$ cat src/rtl/evtm_pkg.sv
package evtm_pkg;

    typedef enum logic [1:0] {
        KIND_PULSE = 2'd0,
        KIND_PROC  = 2'd1,
        KIND_LEVEL = 2'd2
    } src_kind_e;

    typedef enum logic [1:0] {
        REG_STATUS = 2'd0,
        REG_PEND   = 2'd1,
        REG_ENABLE = 2'd2,
        REG_SPARE  = 2'd3
    } reg_sel_e;

    typedef enum logic {
        LAT_IDLE  = 1'b0,
        LAT_ARMED = 1'b1
    } lat_state_e;

endpackage

$ cat src/rtl/evtm_source.sv
module evtm_source
    import evtm_pkg::*;
#(
    parameter logic [1:0] KIND = KIND_PULSE
) (
    input  logic clk,
    input  logic rst_n,
    input  logic trig_i,
    input  logic clr_i,
    output logic pend_o,
    output logic stat_o
);

    lat_state_e st_q, st_d;
    logic       trig_q;
    logic       set_w;

    // previous trigger sample, used for falling-edge detection
    always_ff @(posedge clk or negedge rst_n) begin
        if (!rst_n) trig_q <= 1'b0;
        else        trig_q <= trig_i;
    end

    always_comb begin
        case (KIND)
            KIND_PULSE: set_w = trig_i;
            KIND_PROC:  set_w = trig_q & ~trig_i;
            default:    set_w = 1'b0;
        endcase
    end

    // state register
    always_ff @(posedge clk or negedge rst_n) begin
        if (!rst_n) st_q <= LAT_IDLE;
        else        st_q <= st_d;
    end

    // next-state logic: capture / hold / release / wait
    always_comb begin
        st_d = st_q;
        unique case (st_q)
            LAT_IDLE:  if (set_w)            st_d = LAT_ARMED;
            LAT_ARMED: if (clr_i && !set_w)  st_d = LAT_IDLE;
            default:                         st_d = LAT_IDLE;
        endcase
    end

    // outputs
    always_comb begin
        if (KIND == KIND_LEVEL) pend_o = trig_i;
        else                    pend_o = (st_q == LAT_ARMED);
        if (KIND == KIND_PULSE) stat_o = 1'b0;
        else                    stat_o = trig_i;
    end

    generate
        if (KIND == KIND_PULSE) begin : g_pulse_chk
            p_pulse_sets_r1: assert property (@(posedge clk) disable iff (!rst_n)
                trig_i |=> pend_o);
            p_pulse_sticky_r1: assert property (@(posedge clk) disable iff (!rst_n)
                (pend_o && !clr_i) |=> pend_o);
            p_set_beats_clear_r8: assert property (@(posedge clk) disable iff (!rst_n)
                (trig_i && clr_i) |=> pend_o);
            p_clear_drops_r5: assert property (@(posedge clk) disable iff (!rst_n)
                (pend_o && clr_i && !trig_i) |=> !pend_o);
        end
        if (KIND == KIND_PROC) begin : g_proc_chk
            p_proc_fall_r2: assert property (@(posedge clk) disable iff (!rst_n)
                ($past(rst_n) && $fell(trig_i)) |=> pend_o);
            p_proc_sticky_r1: assert property (@(posedge clk) disable iff (!rst_n)
                (pend_o && !clr_i) |=> pend_o);
        end
    endgenerate

endmodule

$ cat src/rtl/evtm_regfile.sv
module evtm_regfile
    import evtm_pkg::*;
#(
    parameter int N_SRC  = 4,
    parameter int DATA_W = 8
) (
    input  logic              clk,
    input  logic              rst_n,
    input  logic [1:0]        addr_i,
    input  logic              we_i,
    input  logic [DATA_W-1:0] wdata_i,
    input  logic [N_SRC-1:0]  stat_i,
    input  logic [N_SRC-1:0]  pend_i,
    output logic [N_SRC-1:0]  clr_o,
    output logic [N_SRC-1:0]  en_o,
    output logic [DATA_W-1:0] rdata_o
);

    reg_sel_e          sel;
    logic [N_SRC-1:0]  en_q;
    logic [DATA_W-1:0] rd_next;

    assign sel  = reg_sel_e'(addr_i);
    assign en_o = en_q;

    always_comb begin
        clr_o = '0;
        if (we_i && sel == REG_PEND) clr_o = wdata_i[N_SRC-1:0];
    end

    always_ff @(posedge clk or negedge rst_n) begin
        if (!rst_n)                          en_q <= '0;
        else if (we_i && sel == REG_ENABLE)  en_q <= wdata_i[N_SRC-1:0];
    end

    always_comb begin
        unique case (sel)
            REG_STATUS: rd_next = DATA_W'(stat_i);
            REG_PEND:   rd_next = DATA_W'(pend_i);
            REG_ENABLE: rd_next = DATA_W'(en_q);
            default:    rd_next = '0;
        endcase
    end

    always_ff @(posedge clk or negedge rst_n) begin
        if (!rst_n) rdata_o <= '0;
        else        rdata_o <= rd_next;
    end

    p_enable_write_r6: assert property (@(posedge clk) disable iff (!rst_n)
        (we_i && sel == REG_ENABLE) |=> (en_o == $past(wdata_i[N_SRC-1:0])));

endmodule

$ cat src/rtl/evtm_combine.sv
module evtm_combine #(
    parameter int N_SRC = 4
) (
    input  logic             clk,
    input  logic             rst_n,
    input  logic [N_SRC-1:0] pend_i,
    input  logic [N_SRC-1:0] en_i,
    output logic             irq_o
);

    assign irq_o = |(pend_i & en_i);

    p_masked_quiet_r7: assert property (@(posedge clk) disable iff (!rst_n)
        (en_i == '0) |-> !irq_o);
    p_irq_needs_pending_r7: assert property (@(posedge clk) disable iff (!rst_n)
        irq_o |-> (pend_i != '0));

endmodule

$ cat src/rtl/irq_event_mgr.sv
module irq_event_mgr
    import evtm_pkg::*;
#(
    parameter int               N_SRC  = 4,
    parameter int               DATA_W = 8,
    parameter logic [2*N_SRC-1:0] KINDS = 8'b00_10_01_00
) (
    input  logic              clk,
    input  logic              rst_n,
    input  logic [N_SRC-1:0]  src_trig,
    input  logic [1:0]        reg_addr,
    input  logic              reg_we,
    input  logic [DATA_W-1:0] reg_wdata,
    output logic [DATA_W-1:0] reg_rdata,
    output logic              irq
);

    logic [N_SRC-1:0] pend_w;
    logic [N_SRC-1:0] stat_w;
    logic [N_SRC-1:0] clr_w;
    logic [N_SRC-1:0] en_w;

    generate
        for (genvar i = 0; i < N_SRC; i++) begin : g_src
            evtm_source #(
                .KIND (KINDS[2*i +: 2])
            ) u_src (
                .clk    (clk),
                .rst_n  (rst_n),
                .trig_i (src_trig[i]),
                .clr_i  (clr_w[i]),
                .pend_o (pend_w[i]),
                .stat_o (stat_w[i])
            );
        end
    endgenerate

    evtm_regfile #(
        .N_SRC  (N_SRC),
        .DATA_W (DATA_W)
    ) u_regs (
        .clk     (clk),
        .rst_n   (rst_n),
        .addr_i  (reg_addr),
        .we_i    (reg_we),
        .wdata_i (reg_wdata),
        .stat_i  (stat_w),
        .pend_i  (pend_w),
        .clr_o   (clr_w),
        .en_o    (en_w),
        .rdata_o (reg_rdata)
    );

    evtm_combine #(
        .N_SRC (N_SRC)
    ) u_comb (
        .clk    (clk),
        .rst_n  (rst_n),
        .pend_i (pend_w),
        .en_i   (en_w),
        .irq_o  (irq)
    );

endmodule

$ cat config.mk
export PLATFORM = sky130hd
export DESIGN_NAME = irq_event_mgr
export DESIGN_NICKNAME = d
export VERILOG_FILES = /design/src/rtl/evtm_pkg.sv /design/src/rtl/evtm_source.sv /design/src/rtl/evtm_regfile.sv /design/src/rtl/evtm_combine.sv /design/src/rtl/irq_event_mgr.sv
export SDC_FILE = /design/constraint.sdc
export NUM_CORES = 1
export LEC_CHECK = 0
export BUFFER_PORTS_ARGS = -buffer_cell sky130_fd_sc_hd__buf_2
export CAP_MARGIN = 20
export CORE_UTILIZATION = 39
export DETAILED_ROUTE_END_ITERATION = 12
export GPL_TIMING_DRIVEN = 0
export PLACE_DENSITY = 0.72
export SYNTH_ARGS = -nofsm -noshare
export SYNTH_HDL_FRONTEND = slang
export SYNTH_SLANG_ARGS = --single-unit
$ cat constraint.sdc
create_clock -name clk -period 0.8 [get_ports clk]
set_input_delay 0.08 -clock clk [delete_from_list [all_inputs] [get_ports clk]]
set_output_delay 0.08 -clock clk [all_outputs]
set_load 0.02 [all_outputs]
# == Word-level counts from Yosys, hierarchy flattened ==
# Index checks and enable logic that the tools add are counted.
# word_totals
regBits,12
latchBits,0
mem_bits_rw,0
mem_bits_ro,0
out_inout_bits,9
word_cells,35
mem_count,0
# classes
add_sub_neg,0
multipliers,0
div,0
n_lt_le_gt_ge,0
eq_ne,2
shifts,0
n_mux,11
bitwise,6
reduce_logical,10
# ops
operator,n
$pmux 4 s3,1
$mux 1,6
$pmux 1 s2,3
$logic_and 1x1->1,5
$and 4x4->4,1
$mux 4,1
$not 1->1,4
$reduce_or 4->1,1
$logic_not 1->1,3
$eq 2x1->1 const B,1
$eq 2x2->1 const B,1
$logic_not 2->1,1
$and 1x1->1,1

# == Depth between registers and ports, before layout ==
# depth
word_depth,6
mapped_depth,2
mapped_depth_nobuf,2

# == By module ==
# A second synthesis with hierarchy kept.
# hier_totals
hier_cells,53
area_unflattened_um2,645.6
# modules_own_cells
mod,n_inst,cells_per_inst,area_each_um2
evtm_regfile,1,32,439.2
evtm_source (g_src[0].u_src ...),2,5,47.5
evtm_source (g_src[1].u_src),1,6,77.6
evtm_combine,1,3,18.8
evtm_source (g_src[2].u_src),1,2,15.0

# == Worst setup path before layout ==
# OpenSTA, ideal clock, no wires.
# synth_timing
kind,register -> output
from,register g_src[1].u_src.st_q
to,output irq
arrival_ns,0.697
required_ns,0.720
slack_ns,0.023
path_stages_with_launch,3
path_buffers,0
path_cell_list,dfrtp_1 > a22oi_1 > nand2_1
# synth_between
elab_chain_cells,2
# synth_rtl
item,line,text
start: declaration,evtm_source.sv:14,"lat_state_e st_q, st_d;"
start signal: assignment,evtm_source.sv:35,else st_q <= st_d;
$and 4x4->4,evtm_combine.sv:11,assign irq_o = |(pend_i & en_i);
$reduce_or 4->1,evtm_combine.sv:11,
end: declaration,irq_event_mgr.sv:15,output logic irq
# Every way passes these cells.

# == Final worst setup path ==
# layout_timing
from,register u_regs.en_q[1] (netlist: u_regs.en_o[1])
to,output irq
# layout_between
elab_chain_cells,2
# layout_rtl
item,line,text
start: declaration,evtm_regfile.sv:20,logic [N_SRC-1:0] en_q;
start signal: assignment,evtm_regfile.sv:33,else if (we_i && sel == REG_ENABLE) en_q <= wdata_i[N_SRC-1:0];
$and 4x4->4,evtm_combine.sv:11,
$reduce_or 4->1,evtm_combine.sv:11,
# Every way passes these cells.

==> flow_summary.yaml <==
sta:
  fin_setup_tns_ns: -0.8239
  finalHoldWorstSlack_ns: 0.04051
  setup_viol: 11
  fin_ws_ns: -0.3517
  rsz0062_at_grt: "yes"
  hold_violations: 0
  post-route-period-util: 1.440
  min_period_ns: 1.152
  timing.fmax_mhz: 868.3
  skew_ns: 0.0008061
  slew_viol_final: 0
setup_path:
  worst-setup-path-type: "reg -> out"
  critical_path.top_delay_family: "flip-flops"
  cp-start-kind: "register"
  timing.reg2reg.setup_slack_ns: -0.10
  cp_num_buf_inv: 1
  reg2reg_depth: 2
  crit_arrival_ns: 1.07
  r2r_start: "u_regs.en_o[1]$_DFFE_PN0P_"
  r2r_end: "u_regs.en_o[1]$_DFFE_PN0P_"
  endpoint_kind: "primary output"
  worstPathRequired_ns: 0.72
  slowest_stage: "dfrtp_1"
  max_stage_delay_ns: 0.40
  crit_chain: "a22oi_2 -> nand2_1 -> buf_6"
  cp_max_fo: 2
job:
  drv_cap: 0
route:
  postRouteAntennaNets: 0
  drcViolationCount: 0
  via_per_inst: 4.874
  dr.pass1.iters: 3
  vias: 424
  wl_met2_um: 486
  drtIter0Drc: 5
  drt-met1-wl_um: 447
  drt_wl_total_um: 991
  wl_met3_um: 50
  post_drt_wl_per_cell_um: 11.39
  routed.top_layer: "met4"
placed_design:
  io_buffers: 17
  gp_congestion: 0.7597
  hpwlAfterDp_um: 666.1
  placed_cells: 77
  place_ws_ns: -0.07761
clocking:
  cts_tree: "built"
  cts_root_buf: "clkbuf_4"
  path_clk_slew_ns: 0.07
  htree_levels: 1
  clk_latency_ns: 0.26
  cts_max_path_buffers: 2
  cts.sinks: 12
  cts_buffers: 3
synthesis:
  synth_cell_types: 16
  synth_area_leader_cell: "dfrtp_1"
  yosys_warnings: 0
  synthTopCellsByArea: "dfrtp_1 (55%), mux2_4 (11%), a22o_1 (6.4%)"
  avgSynthCellArea_sq_um: 13.08
  seq_area_frac_synth: 0.5467
  synth_seq_cells: 12
  postSynthCellCount: 42
  netlist_area_sq_um: 549.3
  synth_top_area_frac: 0.5467
floorplan:
  io_pins: 26
  die_area_sq_um: 1563
  row_count: 13
  core_sq_um: 1301
  initial_utilization: 0.4221
  die_w_um: 39.53
  die_y_um: 39.53
finish:
  syn2layout_area_growth_pct: 46.70
  drive_gt1_frac: 0.5278
  nets: 91
  antenna_cells: 0
  finalNonFillerCells: 87
  layout_common_cells: "dfrtp_1 (12), buf_2 (12), buf_4 (7), buf_6 (7)"
  fill_cells: 106
power:
  ir_worst_vdd_v: 0.0008681
  p_total_w: 0.001476
  p_leak_nw: 0.4178
  powerDensity_nw_per_um2: 1832
grt:
  grt_remaining_overflow: 0
  grt_pass1_wl_um: 1538
  grt_pass1_vias: 354
  grt_max_degree: 13
  antenna_found_initial: 0
  grt_usage: 0.1565
status:
  status: "finished, violations left"
  violations: "setup timing"
hold_path:
  min_path_type: "in -> reg"
  min_path_cells: 2
  min_to: "g_src[3].u_src.pend_o$_DFF_PN0_"
  min_from: "reg_wdata[3]"
[layer usage]
layer  global-route usage  vias to the layer above
met1               0.1993                      201
met4              0.07759                        0
met5                    0                        -
li1                     -                      205
met3              0.05114                        2
met2               0.2336                       16
[how the worst max path moves through the flow]
stage	start	end	slack (ns)	cells past startpoint
3_5_place_dp	g_src[1].u_src.pend_o$_DFF_PN0_	irq	-0.08	3
5_1_grt	u_regs.en_o[1]$_DFFE_PN0P_	irq	-0.42	3
4_1_cts	g_src[1].u_src.pend_o$_DFF_PN0_	irq	-0.35	3
6_report	u_regs.en_o[1]$_DFFE_PN0P_	irq	-0.35	3
3_3_place_gp	g_src[1].u_src.pend_o$_DFF_PN0_	irq	-0.09	3
2_1_floorplan	g_src[1].u_src.pend_o$_DFF_PN0_	irq	0.02	2
[registers in the layout, summed over array words and instances, names as in the netlist]
| register | count |
|---|---|
| g_src.u_src.pend_o | 3 |
| g_src.u_src.trig_q | 1 |
| u_regs.en_o | 4 |
| u_regs.rdata_o | 4 |
[final cells by class]
type	instances	area, sq um	share of cell area
Timing Repair Buffer	24	181.4	0.2252
Sequential cell	12	300.3	0.3727
Buffer	4	30.03	0.03727
Tap cell	15	18.77	0.02329
Clock buffer	3	22.52	0.02795
Inverter	4	15.01	0.01863
Multi-Input combinational cell	25	237.7	0.2950
[where the power goes]
part	total, W	internal, W	switching, W
Clock	0.000350	0.000173	0.000177
Combinational	0.000402	0.000234	0.000167
Sequential	0.000724	0.000677	0.0000476
[synth_stat cells]
library cell	number
inv_1	4
dfrtp_1	12
a41oi_1	2
nor2_1	2
mux2i_1	1
nor2b_1	1
o2bb2ai_1	1
nand4b_1	1
buf_4	4
conb_1	1
mux2_4	4
nand3b_4	1
a22o_1	4
and2b_1	1
nand2_1	1
a22oi_1	2
[logic make-up after synthesis]
logic type,after synthesis,share of synthesized area
flip-flops,12,0.5467
multiplexers,5,0.1276
other,1,0.006827
buffers and inverters,8,0.08200
AO/OA/AOI/OAI,9,0.1389
AND/OR/NAND/NOR,7,0.09797
[worst register-to-register path, cell delays in order, from the launching register on]
cell and delay, ns:
dfrtp_1 0.40, buf_4 0.14, mux2_4 0.25
[metrics by stage]
| step | cell area [sq um] | utilization |
|---|---|---|
| 2_1_floorplan | 560.5 | - |
| 3_3_place_gp | 664.4 | 0.5106 |
| 3_5_place_dp | 664.4 | 0.5106 |
| 4_1_cts | 775.7 | 0.5962 |
| 5_1_grt | 805.8 | 0.6192 |
| 6_report | 805.8 | 0.6192 |
[timing repair]
item | 4_1_cts | 5_1_grt
gates cloned | 0 | 0
endpoints found under the hold margin | 13 | 0
pin swaps | 2 | 3
buffers inserted | 5 | 1
resized for setup | 10 | 8
hold buffers | 2 | 0
endpoints found under the setup margin | 5 | 13
Power figures use the tool's default switching activity.
